**config.mk**
```make
export PLATFORM = sky130hd
export DESIGN_NAME = pc_sequencer
export DESIGN_NICKNAME = d
export VERILOG_FILES = /design/src/rtl/pcseq_pkg.sv /design/src/rtl/pcseq_rstack.sv /design/src/rtl/pcseq_irq_arb.sv /design/src/rtl/pc_sequencer.sv
export SDC_FILE = /design/constraint.sdc
export NUM_CORES = 1
export LEC_CHECK = 0
export BUFFER_PORTS_ARGS = -buffer_cell sky130_fd_sc_hd__buf_2
export CORE_MARGIN = 5
export CORE_UTILIZATION = 60
export CTS_CLUSTER_DIAMETER = 150
export DETAILED_ROUTE_END_ITERATION = 6
export PLACE_DENSITY = 0.89
export SYNTH_ARGS = -nofsm -noshare
export SYNTH_HDL_FRONTEND = slang
export SYNTH_HIERARCHICAL = 1
export SYNTH_SLANG_ARGS = --single-unit
```
**constraint.sdc**
```tcl
create_clock -name clk -period 2.9 [get_ports clk]
set_input_delay 0.87 -clock clk [delete_from_list [all_inputs] [get_ports clk]]
set_output_delay 0.87 -clock clk [all_outputs]
set_load 0.005 [all_outputs]
```
**src/rtl/pcseq_pkg.sv**
```systemverilog
package pcseq_pkg;

    typedef enum logic {
        ST_EXEC   = 1'b0,
        ST_BUBBLE = 1'b1
    } seq_state_e;

    typedef enum logic [2:0] {
        SRC_SEQ    = 3'd0,
        SRC_RET    = 3'd1,
        SRC_CALL   = 3'd2,
        SRC_JUMP   = 3'd3,
        SRC_PAGE   = 3'd4,
        SRC_SKIP   = 3'd5,
        SRC_VECTOR = 3'd6
    } next_src_e;

endpackage

```
**src/rtl/pcseq_rstack.sv**
```systemverilog
module pcseq_rstack #(
    parameter int W     = 12,
    parameter int DEPTH = 8
) (
    input  logic                         clk,
    input  logic                         rst_n,
    input  logic                         push,
    input  logic                         pop,
    input  logic [W-1:0]                 wdata,
    output logic [W-1:0]                 top,
    output logic [$clog2(DEPTH+1)-1:0]   level
);
    // DEPTH is a power of two so the pointer wraps naturally.
    localparam int PTR_W = (DEPTH > 1) ? $clog2(DEPTH) : 1;
    localparam int LVL_W = $clog2(DEPTH + 1);

    logic [W-1:0]     ent [DEPTH];
    logic [PTR_W-1:0] wptr;
    logic [PTR_W-1:0] rd_idx;

    assign rd_idx = wptr - PTR_W'(1);
    assign top    = ent[rd_idx];

    for (genvar i = 0; i < DEPTH; i++) begin : g_ent
        always_ff @(posedge clk or negedge rst_n) begin
            if (!rst_n)
                ent[i] <= '0;
            else if (push && (wptr == PTR_W'(i)))
                ent[i] <= wdata;
        end
    end

    always_ff @(posedge clk or negedge rst_n) begin
        if (!rst_n) begin
            wptr  <= '0;
            level <= '0;
        end else if (push) begin
            wptr <= wptr + PTR_W'(1);
            if (level != LVL_W'(DEPTH))
                level <= level + LVL_W'(1);
        end else if (pop) begin
            wptr <= rd_idx;
            if (level != '0)
                level <= level - LVL_W'(1);
        end
    end

endmodule

```
**src/rtl/pcseq_irq_arb.sv**
```systemverilog
module pcseq_irq_arb #(
    parameter int NIRQ = 3
) (
    input  logic                                   clk,
    input  logic                                   rst_n,
    input  logic [NIRQ-1:0]                        req,
    input  logic                                   en_set,
    input  logic                                   en_restore,
    input  logic                                   take,
    output logic                                   ready,
    output logic [((NIRQ > 1) ? $clog2(NIRQ) : 1)-1:0] win
);
    localparam int IDX_W = (NIRQ > 1) ? $clog2(NIRQ) : 1;

    logic [NIRQ-1:0] pend;
    logic [NIRQ-1:0] clr;
    logic            gie;

    // Lowest index has the highest priority: scan downward, last hit wins.
    always_comb begin
        win = '0;
        for (int i = NIRQ - 1; i >= 0; i--) begin
            if (pend[i])
                win = IDX_W'(i);
        end
    end

    always_comb begin
        for (int i = 0; i < NIRQ; i++)
            clr[i] = take && (win == IDX_W'(i));
    end

    assign ready = gie && (|pend);

    always_ff @(posedge clk or negedge rst_n) begin
        if (!rst_n) begin
            pend <= '0;
            gie  <= 1'b0;
        end else begin
            pend <= (pend & ~clr) | req;
            if (take)
                gie <= 1'b0;
            else if (en_set || en_restore)
                gie <= 1'b1;
        end
    end

endmodule

```
**src/rtl/pc_sequencer.sv**
```systemverilog
module pc_sequencer
    import pcseq_pkg::*;
#(
    parameter int PC_W       = 12,
    parameter int STK_DEPTH  = 8,
    parameter int NIRQ       = 3,
    parameter int VEC_STRIDE = 4
) (
    input  logic                           clk,
    input  logic                           rst_n,
    input  logic                           ex_jump,
    input  logic                           ex_call,
    input  logic                           ex_ret,
    input  logic                           ex_reti,
    input  logic                           ex_pcl_wr,
    input  logic                           ex_skip,
    input  logic                           ex_int_en,
    input  logic [PC_W-1:0]                tgt_addr,
    input  logic [7:0]                     pcl_data,
    input  logic [NIRQ-1:0]                irq_req,
    output logic [PC_W-1:0]                fetch_pc,
    output logic                           bubble,
    output logic                           irq_ack,
    output logic [$clog2(STK_DEPTH+1)-1:0] stk_level
);
    localparam int LVL_W = $clog2(STK_DEPTH + 1);
    localparam int IDX_W = (NIRQ > 1) ? $clog2(NIRQ) : 1;

    seq_state_e       state, state_nxt;
    next_src_e        src;
    logic [PC_W-1:0]  pc_q, pc_nxt, stk_top, vec_addr;
    logic             push, pop, take, exec, stk_full, irq_ready;
    logic [IDX_W-1:0] irq_win;

    assign exec     = (state == ST_EXEC);
    assign stk_full = (stk_level == LVL_W'(STK_DEPTH));
    assign vec_addr = PC_W'((int'(irq_win) + 1) * VEC_STRIDE);

    pcseq_rstack #(.W(PC_W), .DEPTH(STK_DEPTH)) u_stack (
        .clk   (clk),
        .rst_n (rst_n),
        .push  (push),
        .pop   (pop),
        .wdata (pc_q),
        .top   (stk_top),
        .level (stk_level)
    );

    pcseq_irq_arb #(.NIRQ(NIRQ)) u_irq (
        .clk        (clk),
        .rst_n      (rst_n),
        .req        (irq_req),
        .en_set     (exec && ex_int_en),
        .en_restore (exec && ex_reti),
        .take       (take),
        .ready      (irq_ready),
        .win        (irq_win)
    );

    // State register
    always_ff @(posedge clk or negedge rst_n) begin
        if (!rst_n) begin
            state <= ST_BUBBLE;
            pc_q  <= '0;
        end else begin
            state <= state_nxt;
            pc_q  <= pc_nxt;
        end
    end

    // Transition: pick the address source and the next state
    always_comb begin
        src       = SRC_SEQ;
        state_nxt = ST_EXEC;
        unique case (state)
            ST_EXEC: begin
                if (ex_ret || ex_reti)            src = SRC_RET;
                else if (ex_call)                 src = SRC_CALL;
                else if (ex_jump)                 src = SRC_JUMP;
                else if (ex_pcl_wr)               src = SRC_PAGE;
                else if (ex_skip)                 src = SRC_SKIP;
                else if (irq_ready && !stk_full)  src = SRC_VECTOR;
                else                              src = SRC_SEQ;
                state_nxt = (src == SRC_SEQ) ? ST_EXEC : ST_BUBBLE;
            end
            ST_BUBBLE: begin
                src       = SRC_SEQ;
                state_nxt = ST_EXEC;
            end
        endcase
    end

    // Outputs of the chosen source
    always_comb begin
        pc_nxt = pc_q + PC_W'(1);
        push   = 1'b0;
        pop    = 1'b0;
        take   = 1'b0;
        unique case (src)
            SRC_SEQ:    pc_nxt = pc_q + PC_W'(1);
            SRC_RET:    begin pc_nxt = stk_top;  pop  = 1'b1; end
            SRC_CALL:   begin pc_nxt = tgt_addr; push = 1'b1; end
            SRC_JUMP:   pc_nxt = tgt_addr;
            SRC_PAGE:   pc_nxt = {pc_q[PC_W-1:8], pcl_data};
            SRC_SKIP:   pc_nxt = pc_q + PC_W'(1);
            SRC_VECTOR: begin pc_nxt = vec_addr; push = 1'b1; take = 1'b1; end
            default:    pc_nxt = pc_q + PC_W'(1);
        endcase
    end

    assign fetch_pc = pc_q;
    assign bubble   = (state == ST_BUBBLE);
    assign irq_ack  = take;

endmodule

```
==> results of run 1 <==
logic make-up after synthesis:
group                    share of synthesized area [%]
flip-flops                                        49.7
AND/OR/NAND/NOR                                   5.90
XOR/XNOR                                          1.59
AO/OA/AOI/OAI                                     6.62
buffers and inverters                             2.50
adder cells (fa/ha/maj)                           2.61
multiplexers                                      31.1
timing repair:
item	CTS	global route
endpoints found under the setup margin	0	1
resized for setup	0	3
setup buffers	0	2
cells in the mapped netlist (all sizes together), types with 3 or more instances:
library cell / number
a21o: 4
a222oi: 11
and4: 4
buf: 17
clkbuf: 3
dfrtp: 119
ha: 11
inv: 10
mux2: 108
mux4: 25
nand2: 16
nand2b: 3
nand3: 8
nor2: 14
nor2b: 3
nor3: 3
nor3b: 3
o211ai: 4
o21ai: 7
xnor2: 4
xor2: 7
registers in the layout, indices dropped and copies added (netlist names):
register,cells
bubble,1
fetch_pc,12
u_irq/gie,1
u_irq/pend,3
u_stack/ent,96
u_stack/level,4
u_stack/wptr,3
critical path, stage by stage (launching register included):
cell and delay [ns]:
dfrtp_2 0.45, or4b_4 0.61, and4_1 0.24, buf_2 0.14
routing by layer:
layer  GRT usage [%]  vias to the layer above  share of wire (%)
li1                -                     1783                  -
met4            9.93                        0                3.3
met2            44.3                      237                 50
met1            33.8                     2180                 38
met3            7.39                       56                8.4
met5               0                        -                  0
power by group:
group	internal, W	switching [W]	leakage, nW
Sequential	0.00216	0.000507	1.60
Clock	0.00148	0.000743	0.304
Combinational	0.00125	0.00108	1.68
Total	0.00488	0.00233	3.58
area by class of cell:
cell class / count / area [sq um]
inverters: 10 / 37.5
clock buffers: 23 / 477
clock inverters: 8 / 143
multi-input cells: 269 / 2900
repair buffers: 77 / 470
well taps: 133 / 166
flip-flops and latches: 120 / 3010
fillers: 596 / 2620
worst max-delay path by stage:
stage          slack, ns  cells past startpoint                      endpoint                          from
2_1_floorplan       0.11                     10  u_stack/level[3]$_DFFE_PN0P_                     ex_pcl_wr
5_1_grt            0.008                      3                       irq_ack  u_stack/level[1]$_DFFE_PN0P_
3_5_place_dp        0.04                     10  u_stack/level[3]$_DFFE_PN0P_                     ex_pcl_wr
4_1_cts             0.03                      3                       irq_ack  u_stack/level[0]$_DFFE_PN0P_
3_3_place_gp        0.15                     10  u_stack/level[3]$_DFFE_PN0P_                     ex_pcl_wr
6_report            0.07                      3                       irq_ack  u_stack/level[1]$_DFFE_PN0P_
stage by stage:
stage | cell area, sq um | hold slack (ns) | std cells
floorplan | 6050 | 0.470 | 419
global placement | 6560 | 0.478 | 607
detailed placement | 6560 | 0.485 | 607
CTS | 7180 | 0.335 | 638
global route | 7200 | 0.350 | 640
finish | 7200 | 0.325 | 640
==> flow_summary.json, run 1 <==
{
  "synthArstFlopShare_pct": 100,
  "failed_checks": "DRC",
  "vias_per_cell": 6.65,
  "grtUsageTotal_pct": 26.8,
  "regToRegEndpoint": "u_stack/level[3]$_DFFE_PN0P_",
  "layout_setup_ws_ns": 0.0676,
  "routed_wl_mm": 15.7,
  "start_util_pct": 61.6,
  "r2r_slack_ns": 0.23,
  "ys.warnings.count": 6,
  "nets": 539,
  "critical_path_class": "reg -> out",
  "syn-cell-area_sq_mm": 0.00605,
  "final_common_cell": "dfrtp_1",
  "setup_violations": 0,
  "hold_path_class": "in -> async",
  "ys_seq_area_share_pct": 49.7,
  "skew_ns": 0.00711,
  "slew_headroom_pct": 54.0,
  "drtAntennaViolNets": 0,
  "leakagePower_nw": 3.58,
  "hpwl_mm": 9.35,
  "post-route-drc-count": 9,
  "place_ws_ns": 0.0433,
  "max_freq_mhz": 353,
  "period_share_pct": 97.7,
  "reg2reg_from": "u_stack/level[1]$_DFFE_PN0P_",
  "cts_buffers": 17,
  "ctsHoldBuffers": 0,
  "worstSkewPairLatency_ns": 0.53,
  "core_area_sq_mm": 0.00982,
  "globalplace.congestion": 0.873,
  "ios": 50,
  "layout_common_cells": "dfrtp_1 (117), mux2_2 (108), buf_2 (48), buf_4 (28), mux4_1 (22)",
  "synth_seq_cells": 120,
  "clk_pin_slew_ns": 0.05,
  "period_needed_ns": 2.83,
  "worst_ep_arrival_time_ns": 1.96,
  "cap_viol_max_count": 0,
  "final_layout_size_suffix_gt1_share_pct": 45.6,
  "avgSynthCellArea_sq_um": 14.4,
  "synth_area_leaders": "dfrtp_1 (49%), mux2_2 (20%), mux4_1 (9.6%), ha_1 (2.3%), a222oi_1 (1.8%)",
  "cp-end-kind": "output pin",
  "cts_max_path_buffers": 2,
  "yosysUniqueCellTypes": 54,
  "drt_iter0_drc": 472,
  "rr_worst_depth": 9,
  "hold_violations": 0,
  "fin_total_pwr_w": 0.00722,
  "drv_slew": 0,
  "antenna_cells": 0,
  "grt_max_degree": 46,
  "grt_pass1_vias": 4598,
  "finalSetupTns_ns": 0,
  "htree_levels": 4,
  "die-height_um": 110,
  "synthCells": 419,
  "status": "finished with violations",
  "cts_num_sinks": 120,
  "syn-num-nets": 463,
  "tightest_slew_ns": 0.684,
  "die_w_um": 110,
  "cp-start-kind": "flop",
  "cts_tree": "yes",
  "dieArea_sq_mm": 0.0122,
  "p_per_area_mw_per_mm2": 1000,
  "io_buffer_count": 49,
  "vias": 4256,
  "yosysTopAreaCell": "dfrtp_1",
  "fp-row-count": 36,
  "worstPathMaxFanout": 7,
  "root_buffer": "clkbuf_8",
  "synth_top_area_share_pct": 49.2,
  "antenna_found_initial": 0,
  "layout-area-overhead-vs-synth_pct": 19.0,
  "rsz0062_at_grt": "false",
  "synth-edff-count": 0,
  "drt-pass1-iter-count": 7,
  "synthFlopType": "dfrtp_1",
  "final_core_util_pct": 73.3,
  "grt_pass1_wl_mm": 25.4,
  "grt_overflow": 0,
  "wl_per_cell_um": 24.6,
  "max-vdd-ir-drop_mv": 0.611,
  "required_ns": 2.03
}
Note: power is estimated with default switching activity, not from simulation.
==> run 2, diff against run 1 <==
CELL_PAD_IN_SITES_DETAIL_PLACEMENT = 0   (was default)
CELL_PAD_IN_SITES_GLOBAL_PLACEMENT = 1   (was default)
CORE_UTILIZATION = 50   (was 60)
PLACE_DENSITY = default   (was 0.89)
PLACE_DENSITY_LB_ADDON = 0.1   (was default)
==> run 2 against run 1 <==
  * Setup slack improved by 0.15 ns
  * Highest routed layer unchanged
  * Fmax increased by 5.4%
  * The flow now finishes without violations
  * Flip-flop and latch count unchanged
  * Critical path type unchanged
  * Sequential share of layout area increased by 0.10 points
  * Cell count increased by 2.7%
  * First-iteration DRC count decreased by 46%
  * Power decreased by 4.5%
==> flow_summary.json, run 2 (same netlist as run 1, synthesis figures left out) <==
{
  "final_core_util_pct": 60.2,
  "reg2reg_from": "u_stack/level[1]$_DFFE_PN0P_",
  "cp-end-kind": "output pin",
  "clk_pin_slew_ns": 0.05,
  "grtUsageTotal_pct": 21.0,
  "hpwl_mm": 9.36,
  "p_per_area_mw_per_mm2": 961,
  "comb_power_share_pct": 33.2,
  "start_util_pct": 50.8,
  "ios": 50,
  "max-vdd-ir-drop_mv": 0.682,
  "crit_path_top_delay_cell": "or4b_4",
  "drt-pass1-iter-count": 5,
  "tightest_slew_ns": 0.949,
  "skew_ns": 0.00767,
  "cts_buffers": 17,
  "globalplace.congestion": 0.800,
  "hold_violations": 0,
  "worstPathMaxFanout": 7,
  "worstSkewPairLatency_ns": 0.41,
  "p_seq_share_pct": 37.8,
  "wl_per_cell_um": 21.6,
  "grt_max_degree": 121,
  "final_layout_size_suffix_gt1_share_pct": 45.3,
  "finalSetupTns_ns": 0,
  "htree_levels": 4,
  "hold_path_class": "reg -> reg",
  "cp_cell_sequence": "or4b_4 > and4_1 > buf_2",
  "layout_common_cells": "dfrtp_1 (119), mux2_2 (108), buf_2 (48), buf_4 (30), mux4_1 (22)",
  "cts_max_path_buffers": 2,
  "finalNonFillerCells": 657,
  "crit_start": "u_stack/level[1]$_DFFE_PN0P_",
  "holdWs_ns": 0.495,
  "worst_ep_arrival_time_ns": 1.82,
  "setup_violations": 0,
  "dieArea_sq_mm": 0.0144,
  "route.met2.wl_mm": 6.88,
  "leakagePower_nw": 3.56,
  "io_buffer_count": 49,
  "post_cts_resized": 0,
  "grt_pass1_wl_mm": 22.9,
  "design_area_sq_mm": 0.00717,
  "swShare_pct": 32.3,
  "cp-start-kind": "flop",
  "route.met3.wl_um": 811,
  "drtAntennaViolNets": 0,
  "crit_buf_inv": 1,
  "placed_cells": 625,
  "wl_met1_mm": 6.35,
  "core_area_sq_mm": 0.0119,
  "cts_num_sinks": 120,
  "nets": 541,
  "top_layer_used": "met4",
  "power_frac_clock_pct": 29.0,
  "vias": 3863,
  "netSwitchingPower_w": 0.00222,
  "root_buffer": "clkbuf_16",
  "vias_per_cell": 5.88,
  "required_ns": 2.03,
  "grt_overflow": 0,
  "r2r_slack_ns": 0.26,
  "antenna_cells": 0,
  "ctsHoldBuffers": 0,
  "max_freq_mhz": 372,
  "cpPeakStageDelay_ns": 0.61,
  "cp_top_family": "simple AND/OR/NAND/NOR gates",
  "fp-row-count": 40,
  "layout-area-overhead-vs-synth_pct": 18.6,
  "routed_wl_mm": 14.2,
  "hp-start": "u_stack/ent[8]$_DFFE_PN0P_",
  "place_area_sq_mm": 0.00660,
  "power.internal_w": 0.00467,
  "slew_headroom_pct": 36.5,
  "cts_tree": "yes",
  "cap_viol_max_count": 0,
  "post-route-drc-count": 0,
  "grt_pass1_vias": 4083,
  "status": "finished, final reports clean",
  "drt_iter0_drc": 253,
  "critical_path_class": "reg -> out",
  "post_cts_buffers": 0,
  "period_needed_ns": 2.69,
  "rsz0062_at_grt": "false",
  "regMostFlops": "u_stack/ent",
  "largest_register_ffs": 96,
  "period_share_pct": 92.6,
  "die_w_um": 120,
  "die-height_um": 120,
  "antenna_found_initial": 0,
  "final_common_cell": "dfrtp_1",
  "drv_slew": 0
}
-- run 2: path summary, 6_finish.rpt --
check                      cells past startpoint                           end
setup / recovery                               3                       irq_ack
hold / removal                                 1    u_stack/ent[8]$_DFFE_PN0P_
setup reg to reg                               9  u_stack/level[3]$_DFFE_PN0P_
hold reg to reg                                1    u_stack/ent[8]$_DFFE_PN0P_
max in group asynchronous                      2   u_stack/ent[61]$_DFFE_PN0P_
min in group asynchronous                      2  u_stack/level[2]$_DFFE_PN0P_
-- run 2: power by group through the flow --
stage                     registers [W]  clock network (W)  logic (W)
after floorplan                 0.00251                  0    0.00161
after global placement          0.00261                  0    0.00229
after detailed placement        0.00264                  0    0.00230
after CTS                       0.00261            0.00203    0.00232
after global routing            0.00269            0.00211    0.00251
final                           0.00261            0.00200    0.00229
-- run 2: final cells by class --
type | count | area (sq um)
Clock inverter | 10 | 96.3
Inverter | 10 | 37.5
Sequential cell | 120 | 3000
Multi-Input combinational cell | 269 | 2890
Timing Repair Buffer | 79 | 485
Fill cell | 955 | 4740
Clock buffer | 22 | 474
Tap cell | 147 | 184
-- run 2: worst register-to-register path, stage by stage (launching register included) --
cell and delay (ns):
dfrtp_1 0.46, or4b_4 0.61, nand2_1 0.12, nor2_1 0.04
o211a_1 0.22, inv_1 0.18, ha_1 0.27, a21o_1 0.17
a21oi_1 0.14, mux4_2 0.30
-- run 2: stage by stage --
| stage | setup slack, ns | total power [W] |
|---|---|---|
| after detailed placement | 0.0565 | 0.00494 |
| after floorplan | 0.105 | 0.00412 |
| after global placement | 0.114 | 0.00489 |
| final | 0.213 | 0.00689 |
| after global routing | 0.0838 | 0.00730 |
| after CTS | 0.180 | 0.00696 |
-- run 2: routing by layer --
metal	track usage, %	vias up
li1	-	1785
met5	0	-
met2	33.2	88
met1	28.7	1978
met3	5.37	12
met4	5.87	0
